==> src/rtl/pinpulse_pkg.sv <==
package pinpulse_pkg;

  typedef enum logic [1:0] {
    OP_LOAD  = 2'b00,
    OP_FIRE  = 2'b01,
    OP_NEXT  = 2'b10,
    OP_CLEAR = 2'b11
  } pin_op_e;

  function automatic int max_int(input int a, input int b);
    return (a > b) ? a : b;
  endfunction

endpackage

==> src/rtl/pinpulse_store.sv <==
module pinpulse_store #(
  parameter int N_ROWS = 16,
  parameter int N_COLS = 16,
  parameter int HW     = 3,
  localparam int CAW   = $clog2(N_COLS),
  localparam int RAW   = $clog2(N_ROWS)
) (
  input  logic                       clk,
  input  logic                       rst_ns,
  input  logic                       wr_en,
  input  logic [CAW-1:0]             wr_col,
  input  logic [RAW-1:0]             wr_row,
  input  logic [HW-1:0]              wr_h,
  input  logic [CAW-1:0]             rd_col,
  output logic [N_ROWS-1:0][HW-1:0]  rd_h
);

  logic [HW-1:0] mem_q [N_COLS][N_ROWS];

  for (genvar c = 0; c < N_COLS; c++) begin : g_col
    for (genvar r = 0; r < N_ROWS; r++) begin : g_row
      logic cell_we;
      assign cell_we = wr_en && (wr_col == CAW'(c)) && (wr_row == RAW'(r));
      always_ff @(posedge clk or negedge rst_ns) begin
        if (!rst_ns) begin
          mem_q[c][r] <= '0;
        end else if (cell_we) begin
          mem_q[c][r] <= wr_h;
        end
      end
    end
  end

  always_comb begin
    for (int r = 0; r < N_ROWS; r++) begin
      rd_h[r] = mem_q[rd_col][r];
    end
  end


  store_write_chk: assert property (@(posedge clk) disable iff (!rst_ns)
    wr_en |=> mem_q[$past(wr_col)][$past(wr_row)] == $past(wr_h));

endmodule

==> src/rtl/pinpulse_timer.sv <==
module pinpulse_timer #(
  parameter int CW      = 5,
  parameter int T_RESET = 20
) (
  input  logic          clk,
  input  logic          rst_ns,
  input  logic          start_fire,
  input  logic          start_clear,
  input  logic [CW-1:0] fire_len,
  output logic          active,
  output logic          rev,
  output logic [CW-1:0] cnt
);

  logic          active_q, active_d;
  logic          rev_q, rev_d;
  logic [CW-1:0] cnt_q, cnt_d;
  logic [CW-1:0] len_q, len_d;

  always_comb begin
    active_d = active_q;
    rev_d    = rev_q;
    cnt_d    = cnt_q;
    len_d    = len_q;
    if (active_q) begin
      if (cnt_q == len_q - CW'(1)) begin
        active_d = 1'b0;
        rev_d    = 1'b0;
        cnt_d    = '0;
      end else begin
        cnt_d = cnt_q + CW'(1);
      end
    end else if (start_fire && (fire_len != '0)) begin
      active_d = 1'b1;
      rev_d    = 1'b0;
      cnt_d    = '0;
      len_d    = fire_len;
    end else if (start_clear) begin
      active_d = 1'b1;
      rev_d    = 1'b1;
      cnt_d    = '0;
      len_d    = CW'(T_RESET);
    end
  end

  always_ff @(posedge clk or negedge rst_ns) begin
    if (!rst_ns) begin
      active_q <= 1'b0;
      rev_q    <= 1'b0;
      cnt_q    <= '0;
      len_q    <= '0;
    end else begin
      active_q <= active_d;
      rev_q    <= rev_d;
      cnt_q    <= cnt_d;
      len_q    <= len_d;
    end
  end

  assign active = active_q;
  assign rev    = rev_q;
  assign cnt    = cnt_q;


  busy_hold_chk: assert property (@(posedge clk) disable iff (!rst_ns)
    (active_q && (cnt_q != len_q - CW'(1))) |=> active_q);


  cnt_bound_chk: assert property (@(posedge clk) disable iff (!rst_ns)
    active_q |-> (cnt_q < len_q));


  rev_only_active_chk: assert property (@(posedge clk) disable iff (!rst_ns)
    rev_q |-> active_q);

endmodule

==> src/rtl/pinpulse_rowgen.sv <==
module pinpulse_rowgen #(
  parameter int N_ROWS  = 16,
  parameter int HW      = 3,
  parameter int CW      = 5,
  parameter int T_UNIT  = 4,
  parameter int T_RESET = 20
) (
  input  logic                       clk,
  input  logic                       rst_ns,
  input  logic                       active,
  input  logic                       rev,
  input  logic [CW-1:0]              cnt,
  input  logic [N_ROWS-1:0][HW-1:0]  heights,
  output logic [N_ROWS-1:0]          row_en
);

  for (genvar r = 0; r < N_ROWS; r++) begin : g_row
    logic [CW-1:0] limit;
    always_comb begin
      if (rev) begin
        limit = CW'(T_RESET);
      end else begin
        limit = CW'(heights[r]) * CW'(T_UNIT);
      end
    end
    assign row_en[r] = active && (cnt < limit);
  end


  row_mono_chk: assert property (@(posedge clk) disable iff (!rst_ns)
    (active && $past(active)) |-> ((row_en & ~$past(row_en)) == '0));


  rev_full_chk: assert property (@(posedge clk) disable iff (!rst_ns)
    rev |-> (row_en == {N_ROWS{1'b1}}));

endmodule

==> src/rtl/pinpulse_ctrl.sv <==
module pinpulse_ctrl
  import pinpulse_pkg::*;
#(
  parameter int N_ROWS  = 16,
  parameter int N_COLS  = 16,
  parameter int HW      = 3,
  parameter int T_UNIT  = 4,
  parameter int T_RESET = 20
) (
  input  logic                        clk,
  input  logic                        rst_n,
  input  logic                        cmd_valid,
  input  logic [1:0]                  cmd_op,
  input  logic [$clog2(N_COLS)-1:0]   cmd_col,
  input  logic [$clog2(N_ROWS)-1:0]   cmd_row,
  input  logic [HW-1:0]               cmd_height,
  output logic [N_ROWS-1:0]           row_en,
  output logic [$clog2(N_COLS)-1:0]   col_sel,
  output logic                        pwm_gate,
  output logic                        drive_rev,
  output logic                        busy,
  output logic                        overrun
);

  localparam int CAW     = $clog2(N_COLS);
  localparam int RAW     = $clog2(N_ROWS);
  localparam int HMAX    = (1 << HW) - 1;
  localparam int LEN_MAX = max_int(HMAX * T_UNIT, T_RESET);
  localparam int CW      = $clog2(LEN_MAX + 1);

  // reset: asserted asynchronously, released through two flops
  logic [1:0] rst_sync_q;
  logic       rst_ns;
  always_ff @(posedge clk or negedge rst_n) begin
    if (!rst_n) begin
      rst_sync_q <= 2'b00;
    end else begin
      rst_sync_q <= {rst_sync_q[0], 1'b1};
    end
  end
  assign rst_ns = rst_sync_q[1];

  // command decode
  logic    active, rev;
  logic    accept;
  pin_op_e op;
  logic    do_load, do_fire, do_next, do_clear;

  assign op       = pin_op_e'(cmd_op);
  assign accept   = cmd_valid && !active;
  assign do_load  = accept && (op == OP_LOAD);
  assign do_fire  = accept && (op == OP_FIRE);
  assign do_next  = accept && (op == OP_NEXT);
  assign do_clear = accept && (op == OP_CLEAR);

  // column pointer and overrun flag
  logic [CAW-1:0] col_q, col_d;
  logic           ovr_q, ovr_d;

  always_comb begin
    col_d = col_q;
    if (do_next) begin
      col_d = (col_q == CAW'(N_COLS - 1)) ? '0 : col_q + CAW'(1);
    end
    ovr_d = ovr_q | (cmd_valid && active);
  end

  always_ff @(posedge clk or negedge rst_ns) begin
    if (!rst_ns) begin
      col_q <= '0;
      ovr_q <= 1'b0;
    end else begin
      col_q <= col_d;
      ovr_q <= ovr_d;
    end
  end

  // height store
  logic [N_ROWS-1:0][HW-1:0] col_h;

  pinpulse_store #(
    .N_ROWS (N_ROWS),
    .N_COLS (N_COLS),
    .HW     (HW)
  ) u_store (
    .clk    (clk),
    .rst_ns (rst_ns),
    .wr_en  (do_load),
    .wr_col (cmd_col),
    .wr_row (cmd_row),
    .wr_h   (cmd_height),
    .rd_col (col_q),
    .rd_h   (col_h)
  );

  // longest pulse of the selected column
  logic [HW-1:0] h_max;
  logic [CW-1:0] fire_len;
  always_comb begin
    h_max = '0;
    for (int r = 0; r < N_ROWS; r++) begin
      if (col_h[r] > h_max) h_max = col_h[r];
    end
    fire_len = CW'(h_max) * CW'(T_UNIT);
  end

  logic [CW-1:0] cnt;

  pinpulse_timer #(
    .CW      (CW),
    .T_RESET (T_RESET)
  ) u_timer (
    .clk         (clk),
    .rst_ns      (rst_ns),
    .start_fire  (do_fire),
    .start_clear (do_clear),
    .fire_len    (fire_len),
    .active      (active),
    .rev         (rev),
    .cnt         (cnt)
  );

  pinpulse_rowgen #(
    .N_ROWS  (N_ROWS),
    .HW      (HW),
    .CW      (CW),
    .T_UNIT  (T_UNIT),
    .T_RESET (T_RESET)
  ) u_rowgen (
    .clk     (clk),
    .rst_ns  (rst_ns),
    .active  (active),
    .rev     (rev),
    .cnt     (cnt),
    .heights (col_h),
    .row_en  (row_en)
  );

  assign col_sel   = col_q;
  assign pwm_gate  = |row_en;
  assign drive_rev = rev;
  assign busy      = active;
  assign overrun   = ovr_q;


  overrun_sticky_chk: assert property (@(posedge clk) disable iff (!rst_ns)
    $past(ovr_q) |-> ovr_q);


  busy_col_hold_chk: assert property (@(posedge clk) disable iff (!rst_ns)
    active |=> (col_q == $past(col_q)));


  col_step_chk: assert property (@(posedge clk) disable iff (!rst_ns)
    !$stable(col_q) |-> ((col_q == $past(col_q) + CAW'(1)) ||
                         (col_q == '0 && $past(col_q) == CAW'(N_COLS - 1))));


  gate_busy_chk: assert property (@(posedge clk) disable iff (!rst_ns)
    pwm_gate |-> busy);

endmodule

==> config.mk <==
export PLATFORM = sky130hd
export DESIGN_NAME = pinpulse_ctrl
export DESIGN_NICKNAME = d
export VERILOG_FILES = /design/src/rtl/pinpulse_pkg.sv /design/src/rtl/pinpulse_store.sv /design/src/rtl/pinpulse_timer.sv /design/src/rtl/pinpulse_rowgen.sv /design/src/rtl/pinpulse_ctrl.sv
export SDC_FILE = /design/constraint.sdc
export NUM_CORES = 1
export LEC_CHECK = 0
export BUFFER_PORTS_ARGS = -buffer_cell sky130_fd_sc_hd__buf_2
export CAP_MARGIN = 5
export CORE_UTILIZATION = 60
export CTS_BUF_LIST = sky130_fd_sc_hd__clkbuf_8
export DETAILED_ROUTE_END_ITERATION = 8
export PLACE_DENSITY_LB_ADDON = 0.08
export SLEW_MARGIN = 40
export SYNTH_ARGS = -nofsm -noshare
export SYNTH_HDL_FRONTEND = slang
export SYNTH_SLANG_ARGS = --single-unit
==> constraint.sdc <==
create_clock -name clk -period 60.5 [get_ports clk]
set_input_delay 6.05 -clock clk [delete_from_list [all_inputs] [get_ports clk]]
set_output_delay 6.05 -clock clk [all_outputs]
set_load 0.02 [all_outputs]
After elaboration in Yosys (flattened, before gate mapping):

Cells that the tools add are included.

* input bits: 16
* memory bits (read-only): 0
* latch bits: 0
* memory bits (writable): 0
* register bits after elaboration: 787
* memories: 0

* div/mod/pow operators: 0
* magnitude comparators: 33
* equality and inequality tests: 36
* add/subtract/negate cells: 3
* shift-type cells: 0
* $mul: 0
* reduce and logical (&&, ||, !) cells: 305
* mux-type cells: 50
* bitwise operators: 3

Operators with widths (number)
* logical AND 1 bit: 295
* binary-select mux 48 bit (select 4 bit): 1
* two-way mux 5 bit: 22
* two-way mux 48 bit: 2
* less-than comparator 5 bit: 16
* equality test 4 bit (second input constant): 17
* two-way mux 3 bit: 16
* > comparator 3 bit: 15
* equality test 4 x 3 -> 1 bit (second input constant): 8
* equality test 4 x 2 -> 1 bit (second input constant): 4
* OR reduction 16 bit: 1
* equality test 4 x 1 -> 1 bit (second input constant): 2
* zero test 4 bit: 2
* two-way mux 1 bit: 8
* adder 5 x 1 -> 5 bit (second input constant): 1
* equality test 5 bit: 1
* >= comparator 5 bit (second input constant): 1
* NOT 4 -> 5 bit: 1
* nonzero test 5 bit: 1
* subtractor 5 x 1 -> 5 bit (second input constant): 1
* adder 4 x 1 -> 4 bit (second input constant): 1
* equality test 2 bit (second input constant): 2
* two-way mux 4 bit: 1
* AND reduction 2 bit: 2
* other kinds (9): 9

Logic depth before layout (Yosys ltp):

Gate-level depths: netlist of the first run.

* word-level depth: 40
* gate-level depth with buffers: 104

Modules after synthesis:

Synthesis of the first run repeated with hierarchy kept, for this count alone.

* cell total of the unflattened synthesis: 2919
* area total of the unflattened synthesis: 40984.3 um2

By module, submodules not included
* pinpulse_store: times used 1, cells each 2407, area an instance 36869.1 um2
* pinpulse_ctrl: times used 1, cells each 308, area an instance 2313.5 um2
* pinpulse_rowgen: times used 1, cells each 135, area an instance 1096.1 um2
* pinpulse_timer: times used 1, cells each 69, area an instance 705.7 um2

Least setup slack after synthesis of the first run:

Ideal clock, no wire load.

* path type: reg2reg
* start point: register col_q[0], in the netlist col_sel[0]
* end point: register u_timer.active_q, in the netlist u_timer.active
* buffers on the path: 6
* data required time: 60.382 ns
* path slack: 40.876 ns
* clock period less this slack: 19.624 ns
* data arrival time: 19.506 ns
* stages on the path, launching flop included: 99
* library setup time: 0.118 ns
* cells stage by stage: dfrtp_1 > buf_2 > buf_4 > buf_4 > buf_4 > buf_6 > buf_4 > nor4b_1 > or2_2 > ha_1 > and3b_1 > o21ai_0 > mux4_2 > ha_1 > nor2b_1 > o21ai_0 > a32oi_1 > nor2_1 > [... 63 more ...] > a32o_1 > mux2_2 > ha_1 > nor2b_1 > o21ai_0 > a32oi_1 > nand2_1 > o21a_1 > ha_1 > nor2b_1 > o21ai_0 > a32oi_1 > nor2_1 > nand2_1 > nor3_1 > a211oi_1 > a2111o_1 > a21o_1

* longest elaborated chain between the ends: 40

RTL lines
* start, declared: line pinpulse_ctrl.sv:57 `logic [CAW-1:0] col_q, col_d;`
* start signal, assigned: line pinpulse_ctrl.sv:73 `col_q <= col_d;`
* NOT 4 -> 5 bit (implied by the code) (*): line pinpulse_store.sv:36 `rd_h[r] = mem_q[rd_col][r];`
* binary-select mux 48 bit (select 4 bit) (*): line pinpulse_store.sv:36
* two-way mux 48 bit (implied by the code) (*) (2 in series): line pinpulse_store.sv:36
* > comparator 3 x 1 -> 1 bit: line pinpulse_ctrl.sv:102 `if (col_h[r] > h_max) h_max = col_h[r];`
* two-way mux 3 bit: line pinpulse_ctrl.sv:102
* > comparator 3 bit: line pinpulse_ctrl.sv:102
* two-way mux 3 bit: line pinpulse_ctrl.sv:102
* > comparator 3 bit: line pinpulse_ctrl.sv:102
* [... 24 more ...]
* two-way mux 3 bit: line pinpulse_ctrl.sv:102
* > comparator 3 bit: line pinpulse_ctrl.sv:102
* two-way mux 3 bit (*): line pinpulse_ctrl.sv:102
* nonzero test 5 bit (*): line pinpulse_timer.sv:33 `end else if (start_fire && (fire_len != '0)) begin`
* logical AND 1 bit (*): line pinpulse_timer.sv:33
* two-way mux 1 bit (*): line pinpulse_timer.sv:33
* two-way mux 1 bit (*): line pinpulse_timer.sv:25 `if (active_q) begin`
* named net u_timer.active_d: line pinpulse_timer.sv:15 `logic active_q, active_d;`
* end signal, assigned: line pinpulse_timer.sv:53 `active_q <= active_d;`
* end, declared: line pinpulse_timer.sv:15

Mark *: on every way through the listed nets, which the timed path passes. The rest lies on a longest branch. The select of a mux whose other input is x is not followed.
A chain may end at the register's enable or synchronous reset.

Final worst setup path of the first run:

* start point: register col_q[3], in the netlist col_sel[3]
* end point: register u_timer.active_q, in the netlist u_timer.active

Same word-level chain as after synthesis.

==> qor.yml, run 1 <==
route:
  drt_iter0_drc: 1963
  wirelength_mm: 106.5
  viasPerCell: 6.494
  vias: 25560
  drc: 0
  detail-route-antenna-nets: 0
  first_pass_iters: 6
  wl_per_cell_um: 27.06
flow_run:
  drv_cap: 0
grt:
  antenna_found_initial: 3
  grt_util_all_layers_pct: 32.91
  overflow: 0
  grt_pass1_wl_mm: 165.5
  grt_pass1_vias: 27090
  grt_max_degree: 155
critical_path:
  crit_fanout: 58
  critical_path_arrival_ns: 23.70
  slowest_stage: "buf_4"
  crit_top_cell: "ha_1"
  reg2reg_depth: 95
  start_kind: "register"
  cp.required_ns: 61.16
  slowest_delay_ns: 0.73
  end_kind: "register"
  crit_type: "reg -> reg"
synth:
  netlist.area_leader.share_pct: 49.61
  synth.ff_latch_count: 785
  syn_area_um2: 39600
  syn_nets: 3043
  netlist_instances: 2947
  synth_cell_types: 72
  avgSynthCellArea_um2: 13.44
  synth_common_cells: "mux2_2 (799), dfrtp_1 (785), nand2_1 (241), mux4_2 (182), nor2_1 (167)"
  synth_seq_area_share_pct: 49.61
  synthTopCellsByArea: "dfrtp_1 (50%), mux2_2 (23%), mux4_2 (10%), ha_1 (2.5%), nand2_1 (2.3%)"
  yosysWarnings: 0
  yosysMostFrequentCell: "mux2_2"
  synth-edff-count: 0
  ys.flop_type: "dfrtp_1"
  async_flop_share_pct: 100.0
  yosys.area.top_type: "dfrtp_1"
finish:
  stdcell_area_um2: 43310
  regArea_um2: 19660
  fill_cells: 4667
  areaGrowthSynthToFinish_pct: 9.385
  drive_above_1_share_pct: 42.38
  layout.nets: 3079
  multi_input_area_um2: 19050
clock_tree:
  h-tree-depth: 4
  numCtsBuffers: 136
  hold_buffers: 0
  cts_tree: "built"
  root_buffer: "clkbuf_8"
  clock_path_buffers: 3
  cts_setup_buffers: 0
  cts.sinks: 785
  cts_resized: 0
  clk_pin_slew_ns: 0.06
  insertion_delay_ns: 0.80
sta:
  finalHoldViolations: 0
  worstMarginPinSlew_ns: 0.9658
  setup_violations: 0
  clock-skew-final_ns: 0.03544
  worst_slew_margin_rel_pct: 35.23
  rsz0062_at_grt: "no"
  drv_slew: 0
  max_freq_mhz: 43.39
  tns_ns: 0
  finalCritPeriodShare_pct: 38.09
  fin_crit_ns: 23.05
placement:
  dp_hpwl_mm: 67.97
  placed_area_um2: 40590
  place_congestion: 0.9095
  numPortBuffers: 39
die:
  core-area_um2: 64810
  die_height_um: 258.9
  start_util_pct: 61.09
  dieArea_um2: 67020
  placementRows: 93
  fp.dieW_um: 258.9
  io_pins: 40
run_status:
  status: "complete, no violations"
worst_hold_path:
  min-delay-path-class: "reg -> async"
-- critical path: cells and delay by family (launching register included) --
kind,cells,cell delay [ns]
AO/OA/AOI/OAI,42,10.82
AND/OR/NAND/NOR,30,4.83
adder cells (fa/ha/maj),15,4.09
multiplexers,4,1.41
buffers and inverters,4,1.06
flip-flops,1,0.67
-- cell type report --
type                       instances  area share, %
sequential                       785          45.40
multi-input combinational       1931          43.98
tap                              855          2.470
clock buffer                     167          5.307
clock inverter                    65         0.8175
inverter                          43         0.3727
antenna                            3        0.01733
timing repair buffer              86          1.638
-- worst paths after layout --
path,start,endpoint,slack [ns]
hold reg to reg,rst_sync_q[1],u_store.mem_q[759],0.32
hold / removal,rst_sync_q[1],u_store.mem_q[759],0.32
min in group clk,rst_sync_q[0],rst_sync_q[1],0.34
setup reg to reg,col_sel[3],u_timer.active,37.45
max in group asynchronous,rst_n,rst_sync_q[0],55.36
setup / recovery,col_sel[3],u_timer.active,37.45
-- registers in the layout (all words and copies together), names as in the netlist --
| register | flops |
|---|---|
| rst_sync_q | 2 |
| col_sel | 4 |
| u_timer.rev | 1 |
| u_store.mem_q | 768 |
| u_timer.active | 1 |
| u_timer.cnt | 5 |
| u_timer.len_q | 3 |
| overrun | 1 |
-- kinds of logic after synthesis --
logic type	after synthesis	share of synthesized area [%]
muxes	1044	34.67
DFF	785	49.61
and+or+nand+nor	567	6.314
AOI/OAI and AO/OA	233	4.089
buffers and inverters	231	2.648
adders and majority gates	80	2.528
xor gates and xnor gates	6	0.1327
other	1	0.009471
-- cell usage in the layout, fill, tap and decap left out, types with 28 or more instances in the layout --
| cell type | synthesis | routed |
|---|---|---|
| mux2_2 | 799 | 799 |
| dfrtp_1 | 785 | 780 |
| nand2_1 | 241 | 240 |
| mux4_2 | 182 | 182 |
| clkbuf_8 | 0 | 168 |
| nor2_1 | 167 | 156 |
| inv_1 | 41 | 85 |
| ha_1 | 80 | 80 |
| mux2i_1 | 63 | 63 |
| o21ai_0 | 39 | 39 |
| buf_2 | 31 | 36 |
| a21oi_1 | 29 | 29 |
| a22oi_1 | 28 | 28 |
| buf_4 | 12 | 28 |
-- metrics by stage --
| stage | hold WS (ns) | setup slack (ns) | utilization (%) | std cells |
|---|---|---|---|---|
| final | 0.3196 | 37.45 | 66.83 | 3935 |
| after global placement | 0.3398 | 38.32 | 62.40 | 3696 |
| after floorplan | 0.3312 | 37.00 | - | 2947 |
| after detailed placement | 0.3310 | 37.85 | 62.63 | 3699 |
| after global routing | 0.3616 | 35.40 | 66.82 | 3933 |
| after CTS | 0.3409 | 37.72 | 66.72 | 3931 |
-- routing by layer --
metal | track usage, % | vias up | wire length (um)
met3 | 6.532 | 208 | 7170
li1 | - | 10960 | -
met2 | 51.11 | 833 | 49910
met4 | 11.51 | 2 | 3106
met5 | 0 | - | 16
met1 | 46.53 | 13550 | 46280
Power of run 1 is not shown: default switching activity piles up to over one toggle a cycle in this logic, so the estimate is an artifact.
==> run 2, diff against run 1 <==
Settings changed: ABC_AREA set to 1.
Clock period 60.5 ns to 22.7 ns, I/O delays scaled along.
==> qor.yml, run 2 <==
synth:
  synthTopCellsByArea: "dfrtp_1 (51%), o21ai_0 (14%), nand2_1 (14%), nor2_1 (4.1%), ha_1 (2.6%)"  # was dfrtp_1 (50%), mux2_2 (23%), mux4_2 (10%), ha_1 (2.5%), nand2_1 (2.3%)
  synth.ff_latch_count: 785  # unchanged
  yosys.area.top_type: "dfrtp_1"  # unchanged
  netlist_instances: 4748  # was 2947
  synth_cell_types: 40  # was 72
  syn_nets: 4844  # was 3043
  synth_common_cells: "nand2_1 (1421), o21ai_0 (1103), dfrtp_1 (785), nor2_1 (416), clkbuf_1 (179)"  # was mux2_2 (799), dfrtp_1 (785), nand2_1 (241), mux4_2 (182), nor2_1 (167)
  yosysMostFrequentCell: "nand2_1"  # was mux2_2
  ys.flop_type: "dfrtp_1"  # unchanged
  syn_area_um2: 38220  # was 39600 um2
  async_flop_share_pct: 100.0  # unchanged
  netlist.area_leader.share_pct: 51.40  # was 49.61%
  synth-edff-count: 0  # unchanged
  synth_seq_area_share_pct: 51.40  # was 49.61%
  yosysWarnings: 0  # unchanged
  avgSynthCellArea_um2: 8.049  # was 13.44 um2
finish:
  areaGrowthSynthToFinish_pct: 9.399  # was 9.385%
  drive_above_1_share_pct: 7.384  # was 42.38%
  layout.nets: 4806  # was 3079
  stdcell_area_um2: 41810  # was 43310 um2
  largest_reg_flops: 768  # unchanged
  largest_register: "u_store.mem_q"  # unchanged
  fin_util_pct: 66.40  # was 66.83%
  final_cell_mix: "nand2_1 (1421), o21ai_0 (1103), dfrtp_1 (781)"  # was mux2_2 (799), dfrtp_1 (780), nand2_1 (240)
  final_common_cell: "nand2_1"  # was mux2_2
clock_tree:
  cts_resized: 0  # unchanged
  h-tree-depth: 4  # unchanged
  numCtsBuffers: 136  # unchanged
  cts_tree: "built"  # unchanged
  cts.sinks: 785  # unchanged
  clock_path_buffers: 3  # unchanged
  hold_buffers: 0  # unchanged
  clk_pin_slew_ns: 0.06  # about the same
  root_buffer: "clkbuf_8"  # unchanged
  cts_setup_buffers: 0  # unchanged
  insertion_delay_ns: 0.79  # was 0.80 ns
critical_path:
  crit_type: "reg -> reg"  # unchanged
  start_kind: "register"  # unchanged
  critical_path_arrival_ns: 19.63  # was 23.70 ns
  cp.required_ns: 23.37  # was 61.16 ns
  crit_fanout: 145  # was 58
  slowest_delay_ns: 0.95  # was 0.73 ns
  r2r_end: "u_timer.active"  # unchanged
  crit-reg2reg-launch: "col_sel[0]"  # was col_sel[3]
  reg2reg_slack_ns: 3.74  # was 37.45 ns
  crit_top_cell: "nand2_1"  # was ha_1
  slowest_stage: "dfrtp_4"  # was buf_4
  reg2reg_depth: 135  # was 95
  end_kind: "register"  # unchanged
die:
  dieArea_um2: 64710  # was 67020 um2
  start_util_pct: 60.69  # was 61.09%
  fp.dieW_um: 254.4  # was 258.9 um
  placementRows: 92  # was 93
  die_height_um: 254.4  # was 258.9 um
  core-area_um2: 62970  # was 64810 um2
  io_pins: 40  # unchanged
sta:
  fin_crit_ns: 18.96  # was 23.05 ns
  worstMarginPinSlew_ns: 0.9051  # was 0.9658 ns
  setup_violations: 0  # unchanged
  max_freq_mhz: 52.74  # was 43.39 MHz
  finalCritPeriodShare_pct: 83.53  # was 38.09%
  worst_slew_margin_rel_pct: 39.25  # was 35.23%
  tns_ns: 0  # unchanged
  drv_slew: 0  # unchanged
  rsz0062_at_grt: "no"  # unchanged
  finalHoldViolations: 0  # unchanged
  clock-skew-final_ns: 0.02173  # was 0.03544 ns
  worst_slack_ns: 3.739  # was 37.45 ns
grt:
  grt_max_degree: 170  # was 155
  grt_util_all_layers_pct: 36.17  # was 32.91%
  grt_pass1_vias: 32130  # was 27090
  antenna_found_initial: 5  # was 3
  overflow: 0  # unchanged
  grt_pass1_wl_mm: 180.2  # was 165.5 mm
route:
  viasPerCell: 6.007  # was 6.494
  first_pass_iters: 6  # unchanged
  drt_iter0_drc: 3704  # was 1963
  wirelength_mm: 114.9  # was 106.5 mm
  detail-route-antenna-nets: 0  # unchanged
  drc: 0  # unchanged
  vias: 33970  # was 25560
  wl_per_cell_um: 20.32  # was 27.06 um
worst_hold_path:
  holdPathStages: 0
  min-delay-path-class: "reg -> reg"  # was reg -> async
  min-delay-start: "rst_sync_q[0]"
  hold_end: "rst_sync_q[1]"
run_status:
  status: "complete, no violations"  # unchanged
placement:
  place_ws_ns: 4.227  # was 37.85 ns
  dp_hpwl_mm: 65.95  # was 67.97 mm
  place_congestion: 0.9057  # was 0.9095
  numPortBuffers: 39  # unchanged
  placed_area_um2: 38930  # was 40590 um2
flow_run:
  drv_cap: 0  # unchanged
## run 2: layout make-up
class	instances	area [um2]
Clock inverter	65	476.7
Tap cell	846	1059
Fill cell	5374	21160
Clock buffer	171	2354
Multi-Input combinational cell	3511	16720
Inverter	175	701.9
Antenna cell	1	2.502
Sequential cell	785	19660
Timing Repair Buffer	101	833.3
## run 2: cell families (layout without fill, tap and decap cells)
group,count (synthesis),in the layout,synth area share (%)
AND/OR/NAND/NOR,2035,2035,20.91
AO/OA/AOI/OAI,1389,1389,19.70
flip-flops,785,785,51.40
buffers and inverters,452,512,5.222
adder cells (fa/ha/maj),80,80,2.619
XOR/XNOR,6,6,0.1375
other,1,2,0.009812
## run 2: how the worst max path moves through the flow
stage | from | end | slack (ns) | cells after the start
after floorplan | col_sel[2] | u_timer.active | 7.08 | 135
after global placement | col_sel[0] | u_timer.active | 4.71 | 137
after detailed placement | col_sel[0] | u_timer.active | 4.23 | 140
after CTS | col_sel[0] | u_timer.active | 4.13 | 136
after global routing | col_sel[0] | u_timer.active | 1.86 | 141
final | col_sel[0] | u_timer.active | 3.74 | 135
## run 2: worst max-delay path, delay by kind of cell, from the launching register on
kind	cells	cell delay, ns
buffers and inverters	31	2.99
and+or+nand+nor	62	6.39
adders and majority gates	15	4.24
AOI/OAI and AO/OA	27	4.09
DFF	1	0.95
## run 2: per-layer routing
metal / vias up / share of wire [%] / track usage [%]
li1: 15920 / - / -
met1: 16240 / 43 / 51.06
met2: 1540 / 44 / 54.78
met3: 264 / 9.3 / 7.042
met4: 4 / 3.7 / 15.22
met5: - / 0.024 / 0
## run 2: through the flow
| step | hold WS [ns] | instances |
|---|---|---|
| floorplan | 0.3311 | 4748 |
| global placement | 0.3334 | 5414 |
| detailed placement | 0.3371 | 5418 |
| CTS | 0.3511 | 5654 |
| global route | 0.3620 | 5655 |
| finish | 0.3483 | 5655 |
Power of run 2 is left out for the same reason.
